### config.mk
export PLATFORM = sky130hd
export DESIGN_NAME = busterm_ctrl
export DESIGN_NICKNAME = d
export VERILOG_FILES = /design/src/rtl/busterm_pkg.sv /design/src/rtl/busterm_errq.sv /design/src/rtl/busterm_mon.sv /design/src/rtl/busterm_arb.sv /design/src/rtl/busterm_ctrl.sv
export SDC_FILE = /design/constraint.sdc
export NUM_CORES = 1
export LEC_CHECK = 0
export BUFFER_PORTS_ARGS = -buffer_cell sky130_fd_sc_hd__buf_2
export CAP_MARGIN = 30
export CORE_UTILIZATION = 35
export CTS_BUF_LIST = sky130_fd_sc_hd__clkbuf_8
export DETAILED_ROUTE_END_ITERATION = 16
export GPL_ROUTABILITY_DRIVEN = 0
export SLEW_MARGIN = 20
export SYNTH_ARGS = -nofsm -noshare
export SYNTH_HDL_FRONTEND = slang
export SYNTH_SLANG_ARGS = --single-unit
### constraint.sdc
create_clock -name clk -period 2.72 [get_ports clk]
set_clock_uncertainty 0.2 [all_clocks]
set_input_delay 0.408 -clock clk [delete_from_list [all_inputs] [get_ports clk]]
set_output_delay 0.408 -clock clk [all_outputs]
set_load 0.005 [all_outputs]
### src/rtl/busterm_pkg.sv
`timescale 1ns/1ps
// busterm_pkg: shared state and termination encodings for the bus
// termination controller. Assumes a single outstanding transfer.
package busterm_pkg;

    // Controller phase
    typedef enum logic [1:0] {
        ST_IDLE = 2'd0,
        ST_ARB  = 2'd1,
        ST_XFER = 2'd2,
        ST_REL  = 2'd3
    } st_e;

    // Resolved termination of the current bus clock
    typedef enum logic [1:0] {
        TM_NONE  = 2'd0,
        TM_ACK   = 2'd1,
        TM_RETRY = 2'd2,
        TM_ERR   = 2'd3
    } term_e;

endpackage

### src/rtl/busterm_errq.sv
`timescale 1ns/1ps
// busterm_errq: OR-combines the error sources and qualifies the result.
// An error that was high when a transfer ended in error disarms the input
// until the combined error has been seen low at least once.
// Assumes err_end is high only in a clock whose termination is an error.
module busterm_errq #(
    parameter int NSRC = 2
) (
    input  logic            clk,
    input  logic            rst_n,
    input  logic [NSRC-1:0] tea_src,
    input  logic            err_end,
    output logic            tea_eff
);

    logic tea_any;
    logic armed_q;

    // wired-OR of every error source
    assign tea_any = |tea_src;

    // arm once the error is low, disarm when an error ends a transfer
    always_ff @(posedge clk) begin
        if (!rst_n) begin
            armed_q <= 1'b0;
        end else if (!tea_any) begin
            armed_q <= 1'b1;
        end else if (err_end) begin
            armed_q <= 1'b0;
        end
    end

    assign tea_eff = tea_any & armed_q;

endmodule

### src/rtl/busterm_mon.sv
`timescale 1ns/1ps
// busterm_mon: bus monitor. Counts the clocks of one attempt and flags
// expiry in the TIMEOUT-th clock. Held at zero whenever no attempt runs,
// so every attempt starts from a cleared count. Assumes TIMEOUT >= 1.
module busterm_mon #(
    parameter int TIMEOUT = 64
) (
    input  logic clk,
    input  logic rst_n,
    input  logic run,
    output logic expired
);

    localparam int TMW = $clog2(TIMEOUT + 1);
    localparam logic [TMW-1:0] LAST = TMW'(TIMEOUT - 1);

    logic [TMW-1:0] cnt_q;

    assign expired = run && (cnt_q == LAST);

    // count clocks of the running attempt, clear outside of it
    always_ff @(posedge clk) begin
        if (!rst_n || !run) begin
            cnt_q <= '0;
        end else if (!expired) begin
            cnt_q <= cnt_q + 1'b1;
        end
    end

endmodule

### src/rtl/busterm_arb.sv
`timescale 1ns/1ps
// busterm_arb: arbitration glue for both modes. Decides when the
// controller may start an attempt and drives request or grant lines.
// Assumes ext_arb stays constant while a request is in progress.
module busterm_arb
    import busterm_pkg::*;
(
    input  st_e  st,
    input  logic ext_arb,
    input  logic bus_bg_i,
    input  logic bus_br_i,
    input  logic bus_bb_i,
    output logic win,
    output logic bus_br_o,
    output logic bus_bg_o
);

    logic arbing;

    assign arbing = (st == ST_ARB);

    // take the bus when it is idle and the mode's condition holds
    always_comb begin
        if (ext_arb) begin
            win = arbing && !bus_bb_i && bus_bg_i;
        end else begin
            win = arbing && !bus_bb_i && !bus_br_i;
        end
    end

    // external mode: request while arbitrating, dropped during release
    assign bus_br_o = ext_arb && arbing;

    // internal mode: grant a requester, and always grant in release clock
    assign bus_bg_o = !ext_arb && ((arbing && bus_br_i) || (st == ST_REL));

endmodule

### src/rtl/busterm_ctrl.sv
`timescale 1ns/1ps
// busterm_ctrl: top of the bus termination and retry controller.
// Accepts one request at a time, arbitrates, drives the attempt, resolves
// termination (error > retry > acknowledge), releases the bus for one clock
// on retry and reissues the held transfer.
// Assumes bus inputs are synchronous to clk.
module busterm_ctrl
    import busterm_pkg::*;
#(
    parameter int AW      = 32,
    parameter int DW      = 32,
    parameter int ATW     = 4,
    parameter int NSRC    = 2,
    parameter int TIMEOUT = 64,
    parameter int RCW     = 4
) (
    input  logic            clk,
    input  logic            rst_n,
    input  logic            req_valid,
    input  logic            req_write,
    input  logic [AW-1:0]   req_addr,
    input  logic [ATW-1:0]  req_attr,
    input  logic [DW-1:0]   req_wdata,
    output logic            req_ready,
    output logic            done_o,
    output logic            err_o,
    output logic [RCW-1:0]  rty_cnt_o,
    output logic [DW-1:0]   rd_data_o,
    input  logic            ext_arb,
    output logic            bus_br_o,
    input  logic            bus_bg_i,
    input  logic            bus_br_i,
    output logic            bus_bg_o,
    input  logic            bus_bb_i,
    output logic            bus_bb_o,
    output logic            bus_ts_o,
    output logic [AW-1:0]   bus_addr_o,
    output logic [ATW-1:0]  bus_attr_o,
    output logic            bus_wr_o,
    output logic [DW-1:0]   bus_dout_o,
    input  logic [DW-1:0]   bus_din,
    input  logic            bus_ta_i,
    input  logic [NSRC-1:0] bus_tea_i,
    input  logic            bus_retry_i
);

    localparam logic [RCW-1:0] RC_MAX = '1;

    st_e            st_q;
    term_e          term;
    logic           first_q;
    logic           done_q;
    logic           err_q;
    logic [RCW-1:0] rcnt_q;
    logic [DW-1:0]  rdata_q;
    logic [AW-1:0]  addr_q;
    logic [ATW-1:0] attr_q;
    logic           wr_q;
    logic [DW-1:0]  wd_q;
    logic           tea_eff;
    logic           expired;
    logic           arb_win;
    logic           in_xfer;

    assign in_xfer = (st_q == ST_XFER);

    busterm_errq #(.NSRC(NSRC)) u_errq (
        .clk     (clk),
        .rst_n   (rst_n),
        .tea_src (bus_tea_i),
        .err_end (term == TM_ERR),
        .tea_eff (tea_eff)
    );

    busterm_mon #(.TIMEOUT(TIMEOUT)) u_mon (
        .clk     (clk),
        .rst_n   (rst_n),
        .run     (in_xfer),
        .expired (expired)
    );

    busterm_arb u_arb (
        .st       (st_q),
        .ext_arb  (ext_arb),
        .bus_bg_i (bus_bg_i),
        .bus_br_i (bus_br_i),
        .bus_bb_i (bus_bb_i),
        .win      (arb_win),
        .bus_br_o (bus_br_o),
        .bus_bg_o (bus_bg_o)
    );

    // resolve the termination of this bus clock by priority
    always_comb begin
        term = TM_NONE;
        if (in_xfer) begin
            if (tea_eff || expired) begin
                term = TM_ERR;
            end else if (bus_retry_i) begin
                term = TM_RETRY;
            end else if (bus_ta_i) begin
                term = TM_ACK;
            end
        end
    end

    // phase sequencing: idle, arbitrate, transfer, release
    always_ff @(posedge clk) begin
        if (!rst_n) begin
            st_q    <= ST_IDLE;
            first_q <= 1'b0;
        end else begin
            unique case (st_q)
                ST_IDLE: if (req_valid) st_q <= ST_ARB;
                ST_ARB: begin
                    if (arb_win) begin
                        st_q    <= ST_XFER;
                        first_q <= 1'b1;
                    end
                end
                ST_XFER: begin
                    first_q <= 1'b0;
                    if (term == TM_RETRY) begin
                        st_q <= ST_REL;
                    end else if (term != TM_NONE) begin
                        st_q <= ST_IDLE;
                    end
                end
                ST_REL:  st_q <= ST_ARB;
                default: st_q <= ST_IDLE;
            endcase
        end
    end

    // hold the accepted request for every attempt
    always_ff @(posedge clk) begin
        if (!rst_n) begin
            addr_q <= '0;
            attr_q <= '0;
            wr_q   <= 1'b0;
            wd_q   <= '0;
        end else if (st_q == ST_IDLE && req_valid) begin
            addr_q <= req_addr;
            attr_q <= req_attr;
            wr_q   <= req_write;
            wd_q   <= req_wdata;
        end
    end

    // completion pulses, retry count and read data capture
    always_ff @(posedge clk) begin
        if (!rst_n) begin
            done_q  <= 1'b0;
            err_q   <= 1'b0;
            rcnt_q  <= '0;
            rdata_q <= '0;
        end else begin
            done_q <= (term == TM_ACK);
            err_q  <= (term == TM_ERR);
            if (st_q == ST_IDLE && req_valid) begin
                rcnt_q <= '0;
            end else if (term == TM_RETRY && rcnt_q != RC_MAX) begin
                rcnt_q <= rcnt_q + 1'b1;
            end
            if (term == TM_ACK && !wr_q) begin
                rdata_q <= bus_din;
            end
        end
    end

    assign req_ready  = (st_q == ST_IDLE);
    assign done_o     = done_q;
    assign err_o      = err_q;
    assign rty_cnt_o  = rcnt_q;
    assign rd_data_o  = rdata_q;
    assign bus_bb_o   = in_xfer;
    assign bus_ts_o   = in_xfer && first_q;
    assign bus_addr_o = addr_q;
    assign bus_attr_o = attr_q;
    assign bus_wr_o   = wr_q;
    assign bus_dout_o = wd_q;

endmodule

Word level (Yosys, flattened, before mapping)
Cells that the tools add are included.
{"block": "word_totals", "reg_bits": 118, "latchBits": 0, "ramBits": 0, "mem_bits_ro": 0, "memories": 0}
{"block": "op_classes", "addsub": 2, "multipliers": 0, "div": 0, "order_cmp": 0, "eq_ne": 12, "n_shift": 0, "muxes": 14, "bitwise_logic": 2, "n_reduce_logical": 27}
{"cell": "2-to-1 mux 2 bit", "count": 7}
{"cell": "logical AND 1 bit", "count": 11}
{"cell": "equality test 2 bit, second input constant", "count": 4}
{"cell": "one-hot mux 2 bit (4 select lines)", "count": 1}
{"cell": "adder 7 x 1 -> 7 bit, second input constant", "count": 1}
{"cell": "equality test 7 x 6 -> 1 bit, second input constant", "count": 1}
{"cell": "zero test 1 bit", "count": 6}
{"cell": "2-to-1 mux 1 bit", "count": 5}
{"cell": "adder 4 x 1 -> 4 bit, second input constant", "count": 1}
{"cell": "equality test 2 x 1 -> 1 bit, second input constant", "count": 2}
{"cell": "inequality test 2 bit, second input constant", "count": 2}
{"cell": "inequality test 4 bit, second input constant", "count": 1}
{"cell": "nonzero test 2 bit", "count": 2}
{"cell": "OR reduction 2 bit", "count": 2}
{"cell": "logical OR 1 bit", "count": 3}
{"cell": "inequality test 3 x 1 -> 1 bit, second input constant", "count": 1}
{"cell": "AND reduction 3 bit", "count": 1}
{"cell": "zero test 2 bit", "count": 1}
{"cell": "inequality test 2 x 1 -> 1 bit, second input constant", "count": 1}
{"cell": "one-hot mux 1 bit (2 select lines)", "count": 1}
{"cell": "AND reduction 2 bit", "count": 1}
{"cell": "bitwise AND 1 bit", "count": 1}
{"cell": "inverter 1 bit", "count": 1}

Longest topological paths before layout
Gate-level depths: netlist of run 1.
{"block": "depth", "ltp_word": 9, "depth_mapped": 9, "ltp_nobuf": 7}

By module
A second synthesis of run 1 with hierarchy kept.
{"block": "hier_totals", "hier_cells": 545, "area_unflattened_um2": 4740.8}
{"module": "busterm_ctrl", "n_inst": 1, "cells_each": 495, "area_each_um2": 4310.4, "seq_area_each_um2": 2202.1}
{"module": "busterm_mon", "n_inst": 1, "cells_each": 38, "area_each_um2": 334.1, "seq_area_each_um2": 140.1}
{"module": "busterm_errq", "n_inst": 1, "cells_each": 5, "area_each_um2": 51.3, "seq_area_each_um2": 20.0}
{"module": "busterm_arb", "n_inst": 1, "cells_each": 7, "area_each_um2": 45.0, "seq_area_each_um2": 0.0}

Least setup slack after synthesis of run 1
Ideal clock, no wire load.
{"block": "synth_timing", "path_kind": "register to register", "from": "reg st_q[0]", "to": "reg rdata_q[25], in the netlist rd_data_o[25]", "arrival_ps": 1597, "path_slack_ps": 785, "stages_incl_launch_ff": 10, "synth_period_minus_slack_ps": 1935, "path_cell_list": "dfxtp_1 > inv_1 > ha_1 > buf_2 > o2111ai_2 > or3_1 > buf_4 > buf_6 > nand2_2 > a21oi_2"}
{"block": "synth_via", "elab_chain_cells": 7}
{"element": "start, declared", "line": "busterm_ctrl.sv:49", "rtl": "st_e st_q;"}
{"element": "start signal, assigned", "line": "busterm_ctrl.sv:110", "rtl": "st_q <= ST_IDLE;"}
{"element": "start signal, assigned", "line": "busterm_ctrl.sv:114", "rtl": "ST_IDLE: if (req_valid) st_q <= ST_ARB;"}
{"element": "start signal, assigned", "line": "busterm_ctrl.sv:117", "rtl": "st_q <= ST_XFER;"}
{"element": "equality test 2 bit *", "line": "busterm_ctrl.sv:65", "rtl": "assign in_xfer = (st_q == ST_XFER);"}
{"element": "named net bus_bb_o", "line": "busterm_ctrl.sv:35", "rtl": "output logic bus_bb_o,"}
{"element": "logical AND 1 bit", "line": "busterm_mon.sv:19", "rtl": "assign expired = run && (cnt_q == LAST);"}
{"element": "logical OR 1 bit", "line": "busterm_ctrl.sv:97", "rtl": "if (tea_eff || expired) begin"}
{"element": "2-to-1 mux 2 bit", "line": "busterm_ctrl.sv:97"}
{"element": "2-to-1 mux 2 bit *", "line": "busterm_ctrl.sv:96", "rtl": "if (in_xfer) begin"}
{"element": "equality test 2 x 1 -> 1 bit *", "line": "busterm_ctrl.sv:165", "rtl": "if (term == TM_ACK && !wr_q) begin"}
{"element": "logical AND 1 bit *", "line": "busterm_ctrl.sv:165"}
{"element": "end signal, assigned", "line": "busterm_ctrl.sv:166", "rtl": "rdata_q <= bus_din;"}
{"element": "end, declared", "line": "busterm_ctrl.sv:55", "rtl": "logic [DW-1:0] rdata_q;"}
The timed path passes the listed nets; every way through them passes the cells marked *.
A chain may end at the register's enable or synchronous reset.

Final worst setup path of run 1
{"block": "layout_timing", "from": "reg u_mon.cnt_q[0]", "to": "reg rdata_q[20], in the netlist rd_data_o[20]"}
{"block": "layout_via", "elab_chain_cells": 7}
{"element": "start, declared", "line": "busterm_mon.sv:17", "rtl": "logic [TMW-1:0] cnt_q;"}
{"element": "start signal, assigned", "line": "busterm_mon.sv:26", "rtl": "cnt_q <= cnt_q + 1'b1;"}
{"element": "equality test 7 x 6 -> 1 bit", "line": "busterm_mon.sv:19"}
{"element": "logical AND 1 bit", "line": "busterm_mon.sv:19"}
{"element": "logical OR 1 bit", "line": "busterm_ctrl.sv:97"}
{"element": "2-to-1 mux 2 bit", "line": "busterm_ctrl.sv:97"}
{"element": "2-to-1 mux 2 bit", "line": "busterm_ctrl.sv:96"}
{"element": "equality test 2 x 1 -> 1 bit", "line": "busterm_ctrl.sv:165"}
{"element": "logical AND 1 bit", "line": "busterm_ctrl.sv:165"}
No other way between the ends.

==> flow_summary_export.csv, run 1 <==
group,metric,value,unit
sta,finalSetupViolCount,0,
clock_network,htree_levels,4,
global_route,grt_pass1_wl,22000,µm
logic_synthesis,synth_fp_nets,657,
drt,ant_nets,0,
clock_network,cts_tree,"built",
critical_path,crit_fanout,32,
die,die_x,114,µm
placement,detailed_place_hpwl,8660,µm
cells_and_area,antennaDiodeCount,0,
cells_and_area,final_common_cell,"buf_2",
sta,fin_hold_ws,34.3,ps
clock_network,clk_latency,440,ps
cells_and_area,fin_nets,971,
global_route,grt_antenna_before_repair,0,
placement,port_buffers,223,
global_route,overflow,0,
critical_path,crit_chain,"ha_1 -> nand4_2 -> o2111ai_2 -> or3_1 -> buf_4 -> nand2_1 -> a21oi_1",
critical_path,required,2900,ps
hold_path,hold_class,"primary input to flop",
global_route,grt_max_degree,54,
logic_synthesis,synth_ff_type,"dfxtp_1",
die,start_util,36.2,%
logic_synthesis,ys_seq_area_share,53.9,%
drt,drtIter0Drc,270,
logic_synthesis,synth-seq-cells,118,
die,die_h,114,µm
logic_synthesis,synth_cell_types,40,
critical_path,critPathArrivalTime,2350,ps
logic_synthesis,synth_edf_count,0,
die,die_area,13000,µm²
die,core_area,12100,µm²
sta,slew_viol_final,0,
global_route,track_usage,21.6,%
clock_network,cts_made_buffers,17,
global_route,first_global_vias,4687,
drt,remaining_drc_errors,0,
power,peakVddDrop,0.350,mV
sta,rsz0062_at_grt,"no",
critical_path,end_kind,"flop",
critical_path,cpLargestDelayFamily,"compound AO/OA/AOI/OAI gates",
sta,final-hold-violation-count,0,
cells_and_area,area_growth,61.6,%
drt,routedWlPerCell,13.2,µm
critical_path,start_kind,"flop",
drt,routed_wirelength,13700,µm
sta,relSlewSlack,70.2,%
sta,worst_pin_slew,447,ps
logic_synthesis,syn_inst,539,
sta,fin_crit_sh,80.0,%
logic_synthesis,async_flop_share,0,%
cells_and_area,fin_cells,1034,
cells_and_area,drive_gt1_share,33.5,%
drt,vias,4804,
clock_network,post_cts_buffers,0,
sta,clock.fmax,0.460,GHz
cells_and_area,n_fill_cell,1090,
placement,placed_cells,904,
critical_path,worst_path_max_delay_cell,"dfxtp_1",
power,p_leak,3.24,nW
critical_path,path_buf_inv,1,
flow_run,maxCapViolations,0,
drt,dr.pass1.iters,5,
logic_synthesis,yosysWarnings,0,
clock_network,path_clk_slew,70,ps
critical_path,slowest_delay,380,ps
clock_network,cts-root-buf,"clkbuf_8",
die,pin_count,224,
cells_and_area,final_cell_mix,"buf_2, nand2_1, dfxtp_1",
logic_synthesis,synth_area_per_cell,8.13,µm²
power,p_per_area,634,nW/µm²
critical_path,crit_type,"flop to flop",
die,row_count,40,
status,status,"complete, no violations",
clock_network,clockBufferDepth,2,
sta,fin_crit,2180,ps
clock_network,cts_num_sinks,118,
drt,via_per_inst,4.65,
logic_synthesis,synth_area,4380,µm²
sta,final.setup.tns,0,ps
[where the power goes]
part,total [W],switching [W],internal [W]
sequential,0.00192,0.0000630,0.00185
clock,0.00179,0.000719,0.00107
combinational,0.000780,0.000418,0.000363
total,0.00449,0.00120,0.00329
[flip-flops by register name, summed over array words and instances (netlist names)]
signal          count
bus_addr_o         32
bus_dout_o         32
rd_data_o          32
u_mon.cnt_q         7
bus_attr_o          4
rty_cnt_o           4
st_q                2
bus_wr_o            1
done_o              1
err_o               1
first_q             1
u_errq.armed_q      1
[metal layers]
layer | track usage, % | share of wire (%) | vias up
met4 | 9.35 | 2.1 | 0
met1 | 24.4 | 42 | 2181
met2 | 37.1 | 48 | 205
li1 | - | - | 2393
met3 | 7.49 | 7.8 | 25
met5 | 0 | 0 | -
[final timing paths]
kind                                from                         end  slack (ps)  depth (start not counted)
max          u_mon.cnt_q[0]$_SDFFE_PP0N_  rd_data_o[20]$_SDFFE_PN0P_         540                          7
min                          bus_din[28]  rd_data_o[28]$_SDFFE_PN0P_          30                          3
max reg2reg  u_mon.cnt_q[0]$_SDFFE_PP0N_  rd_data_o[20]$_SDFFE_PN0P_         540                          7
min reg2reg    rd_data_o[3]$_SDFFE_PN0P_   rd_data_o[3]$_SDFFE_PN0P_         250                          2
[stage by stage]
step	total power (W)	setup slack, ps	utilization [%]	instance area (µm²)
final	0.00449	544	58.4	7080
after global routing	0.00471	311	58.4	7080
after CTS	0.00455	535	58.4	7080
after detailed placement	0.00262	564	46.6	5650
after global placement	0.00260	656	46.6	5650
after floorplan	0.00230	785	-	4380
[tightest hold or removal path, cell delays in order]
cell and delay, ps:
buf_2 110, nand2_1 70, a21oi_2 50
[cells by family (layout without fill, tap and decap cells)]
logic type / Yosys count / count (layout) / synth area share (%)
buf+inv: 42 / 369 / 4.26
simple gates: 241 / 241 / 22.7
compound gates: 127 / 127 / 16.5
flops: 118 / 118 / 53.9
xor+xnor: 5 / 5 / 1.00
fa+ha+maj: 6 / 6 / 1.71
[area by class of cell]
class	count	area [µm²]	share of cell area (%)
clock buffer	20	275	3.89
clock inverter	12	174	2.46
inverter	8	31.3	0.442
multi-input combinational	379	1840	26.0
sequential	118	2360	33.4
tap	168	210	2.97
timing repair buffer	329	2180	30.8
[cell usage after synthesis (2+ instances only)]
| cell | instances | share of area, % |
|---|---|---|
| nor2_1 | 10 | 0.86 |
| clkbuf_1 | 26 | 2.2 |
| a21oi_1 | 99 | 11 |
| xor2_1 | 5 | 1.0 |
| a211oi_1 | 3 | 0.51 |
| o21ai_0 | 3 | 0.34 |
| and3_1 | 2 | 0.29 |
| nor3_1 | 2 | 0.23 |
| inv_1 | 7 | 0.60 |
| a31oi_1 | 2 | 0.29 |
| ha_1 | 6 | 1.7 |
| and2_1 | 4 | 0.57 |
| buf_6 | 3 | 0.77 |
| a21oi_2 | 10 | 2.0 |
| nand2_1 | 199 | 17 |
| buf_1 | 2 | 0.17 |
| dfxtp_1 | 118 | 54 |
| or3_1 | 2 | 0.29 |
| buf_2 | 2 | 0.23 |
| nand2_2 | 10 | 1.4 |
| nand3_1 | 5 | 0.57 |
[what timing repair did]
item	in CTS	in global routing
resized for setup	0	0
endpoints found under the hold margin	98	0
hold buffers	98	0
Power figures use the tool's default switching activity.
==> run 2: changes to the inputs <==
- clock period: 2.72 -> 2.3 ns (I/O delays scaled with it)
==> run 2 against run 1 <==
Net effect: combinational power grew 22%; clock power grew 18%; cell count grew 0.58%; power grew 19%; sequential power grew 18%; sequential cell count is the same; wire length grew 1.0%; largest cell class unchanged; critical path depth grew 1.
==> flow_summary_export.csv, run 2 (synthesis results as in run 1) <==
group,metric,value,unit
drt,vias,4823,
hold_path,hp-start,"rst_n",
drt,drtIter0Drc,211,
drt,dr.pass1.iters,4,
die,die_h,114,µm
die,core_area,12100,µm²
cells_and_area,fin_cells,1040,
sta,clock.fmax,0.469,GHz
hold_path,hold_class,"primary input to flop",
cells_and_area,design_area,7160,µm²
critical_path,critPathArrivalTime,2290,ps
die,die_area,13000,µm²
drt,via_per_inst,4.64,
clock_network,post_cts_buffers,0,
drt,routed_wirelength,13800,µm
clock_network,clockBufferDepth,2,
cells_and_area,final_common_cell,"buf_2",
cells_and_area,drive_gt1_share,33.6,%
power,peakVddDrop,0.447,mV
critical_path,required,2460,ps
critical_path,r2r_start,"u_mon.cnt_q[0]$_SDFFE_PP0N_",
critical_path,end_kind,"flop",
sta,final.setup.tns,0,ps
flow_run,maxCapViolations,0,
placement,port_buffers,223,
cells_and_area,final_cell_mix,"buf_2, nand2_1, dfxtp_1",
sta,relSlewSlack,63.1,%
drt,remaining_drc_errors,0,
placement,placed_cells,906,
global_route,grt_max_degree,54,
die,pin_count,224,
global_route,overflow,0,
cells_and_area,fin_nets,976,
drt,routedWlPerCell,13.3,µm
clock_network,cts_made_buffers,17,
critical_path,crit_type,"flop to flop",
global_route,grt_antenna_before_repair,1,
critical_path,r2r_end,"rd_data_o[3]$_SDFFE_PN0P_",
placement,placed_area,5680,µm²
clock_network,clk_latency,430,ps
clock_network,cts_tree,"built",
global_route,grt_pass1_wl,21900,µm
sta,final-hold-violation-count,0,
critical_path,start_kind,"flop",
sta,finalSetupViolCount,0,
status,status,"complete, no violations",
die,die_x,114,µm
clock_network,path_clk_slew,80,ps
hold_path,hold_path_depth,2,
global_route,first_global_vias,4707,
cells_and_area,multi_input_area,1860,µm²
cells_and_area,area_growth,63.4,%
sta,fin_crit,2130,ps
sta,worst_pin_slew,554,ps
cells_and_area,n_fill_cell,1064,
power,p_leak,3.25,nW
placement,detailed_place_hpwl,8600,µm
critical_path,crit_fanout,32,
hold_path,hold_path_end,"first_q$_SDFFE_PN0P_",
critical_path,r2r_setup_slack,170,ps
cells_and_area,seq_area,2360,µm²
drt,ant_nets,0,
clock_network,cts_num_sinks,118,
die,row_count,40,
global_route,track_usage,21.4,%
clock_network,cts-root-buf,"clkbuf_8",
sta,fin_crit_sh,92.7,%
critical_path,r2r_cells,8,
power,p_per_area,744,nW/µm²
die,start_util,36.2,%
clock_network,htree_levels,4,
sta,slew_viol_final,0,
sta,rsz0062_at_grt,"no",
## run 2: timing repair
action	CTS	global route
setup endpoints to repair	0	32
gates resized for setup	0	4
endpoints found under the hold margin	101	0
hold buffers	101	0
## run 2: worst max path at each step
stage | from | to | slack (ps)
after detailed placement | u_mon.cnt_q[0]$_SDFFE_PP0N_ | rd_data_o[2]$_SDFFE_PN0P_ | 100
after CTS | u_mon.cnt_q[0]$_SDFFE_PP0N_ | rd_data_o[15]$_SDFFE_PN0P_ | 80
after floorplan | st_q[0]$_SDFFE_PN0P_ | rd_data_o[25]$_SDFFE_PN0P_ | 360
after global routing | u_mon.cnt_q[0]$_SDFFE_PP0N_ | rd_data_o[2]$_SDFFE_PN0P_ | 4
final | u_mon.cnt_q[0]$_SDFFE_PP0N_ | rd_data_o[3]$_SDFFE_PN0P_ | 170
after global placement | u_mon.cnt_q[0]$_SDFFE_PP0N_ | rd_data_o[25]$_SDFFE_PN0P_ | 10
## run 2: final cells by class
type / instances / share of cell area (%)
inverter: 8 / 0.437
clock buffer: 18 / 3.46
clock inverter: 14 / 2.74
multi-input combinational: 379 / 25.9
timing repair buffer: 334 / 31.5
antenna: 1 / 0.0350
sequential: 118 / 33.0
tap: 168 / 2.94
## run 2: per-stage QoR
| step | hold slack [ps] | power [W] | util, % | setup slack, ps |
|---|---|---|---|---|
| finish | 26.8 | 0.00533 | 59.1 | 168 |
| global placement | 226 | 0.00309 | 46.8 | 9.67 |
| global route | 0.799 | 0.00559 | 59.1 | 3.72 |
| detailed placement | 237 | 0.00312 | 46.9 | 96.0 |
| floorplan | 219 | 0.00272 | - | 365 |
| CTS | 1.61 | 0.00537 | 58.9 | 76.7 |
## run 2: worst max-delay path: stages, from the launching register on
cell and delay, ps:
dfxtp_1 370, ha_2 240, nand4_2 180, o2111ai_4 270
buf_4 160, or3_1 120, buf_8 240, nand2_1 90
a21oi_1 180
## run 2: per-layer routing
layer	vias to the layer above	share of wire [%]	track usage (%)
met5	-	0	0
met4	0	1.9	9.09
met3	26	8.2	8.45
met2	218	47	36.0
met1	2177	43	24.2
li1	2402	-	-
## run 2: power by group
group | switching, W | internal, W | total (W)
Combinational | 0.000501 | 0.000449 | 0.000950
Sequential | 0.0000770 | 0.00219 | 0.00227
Clock | 0.000891 | 0.00122 | 0.00211
Total | 0.00147 | 0.00386 | 0.00533
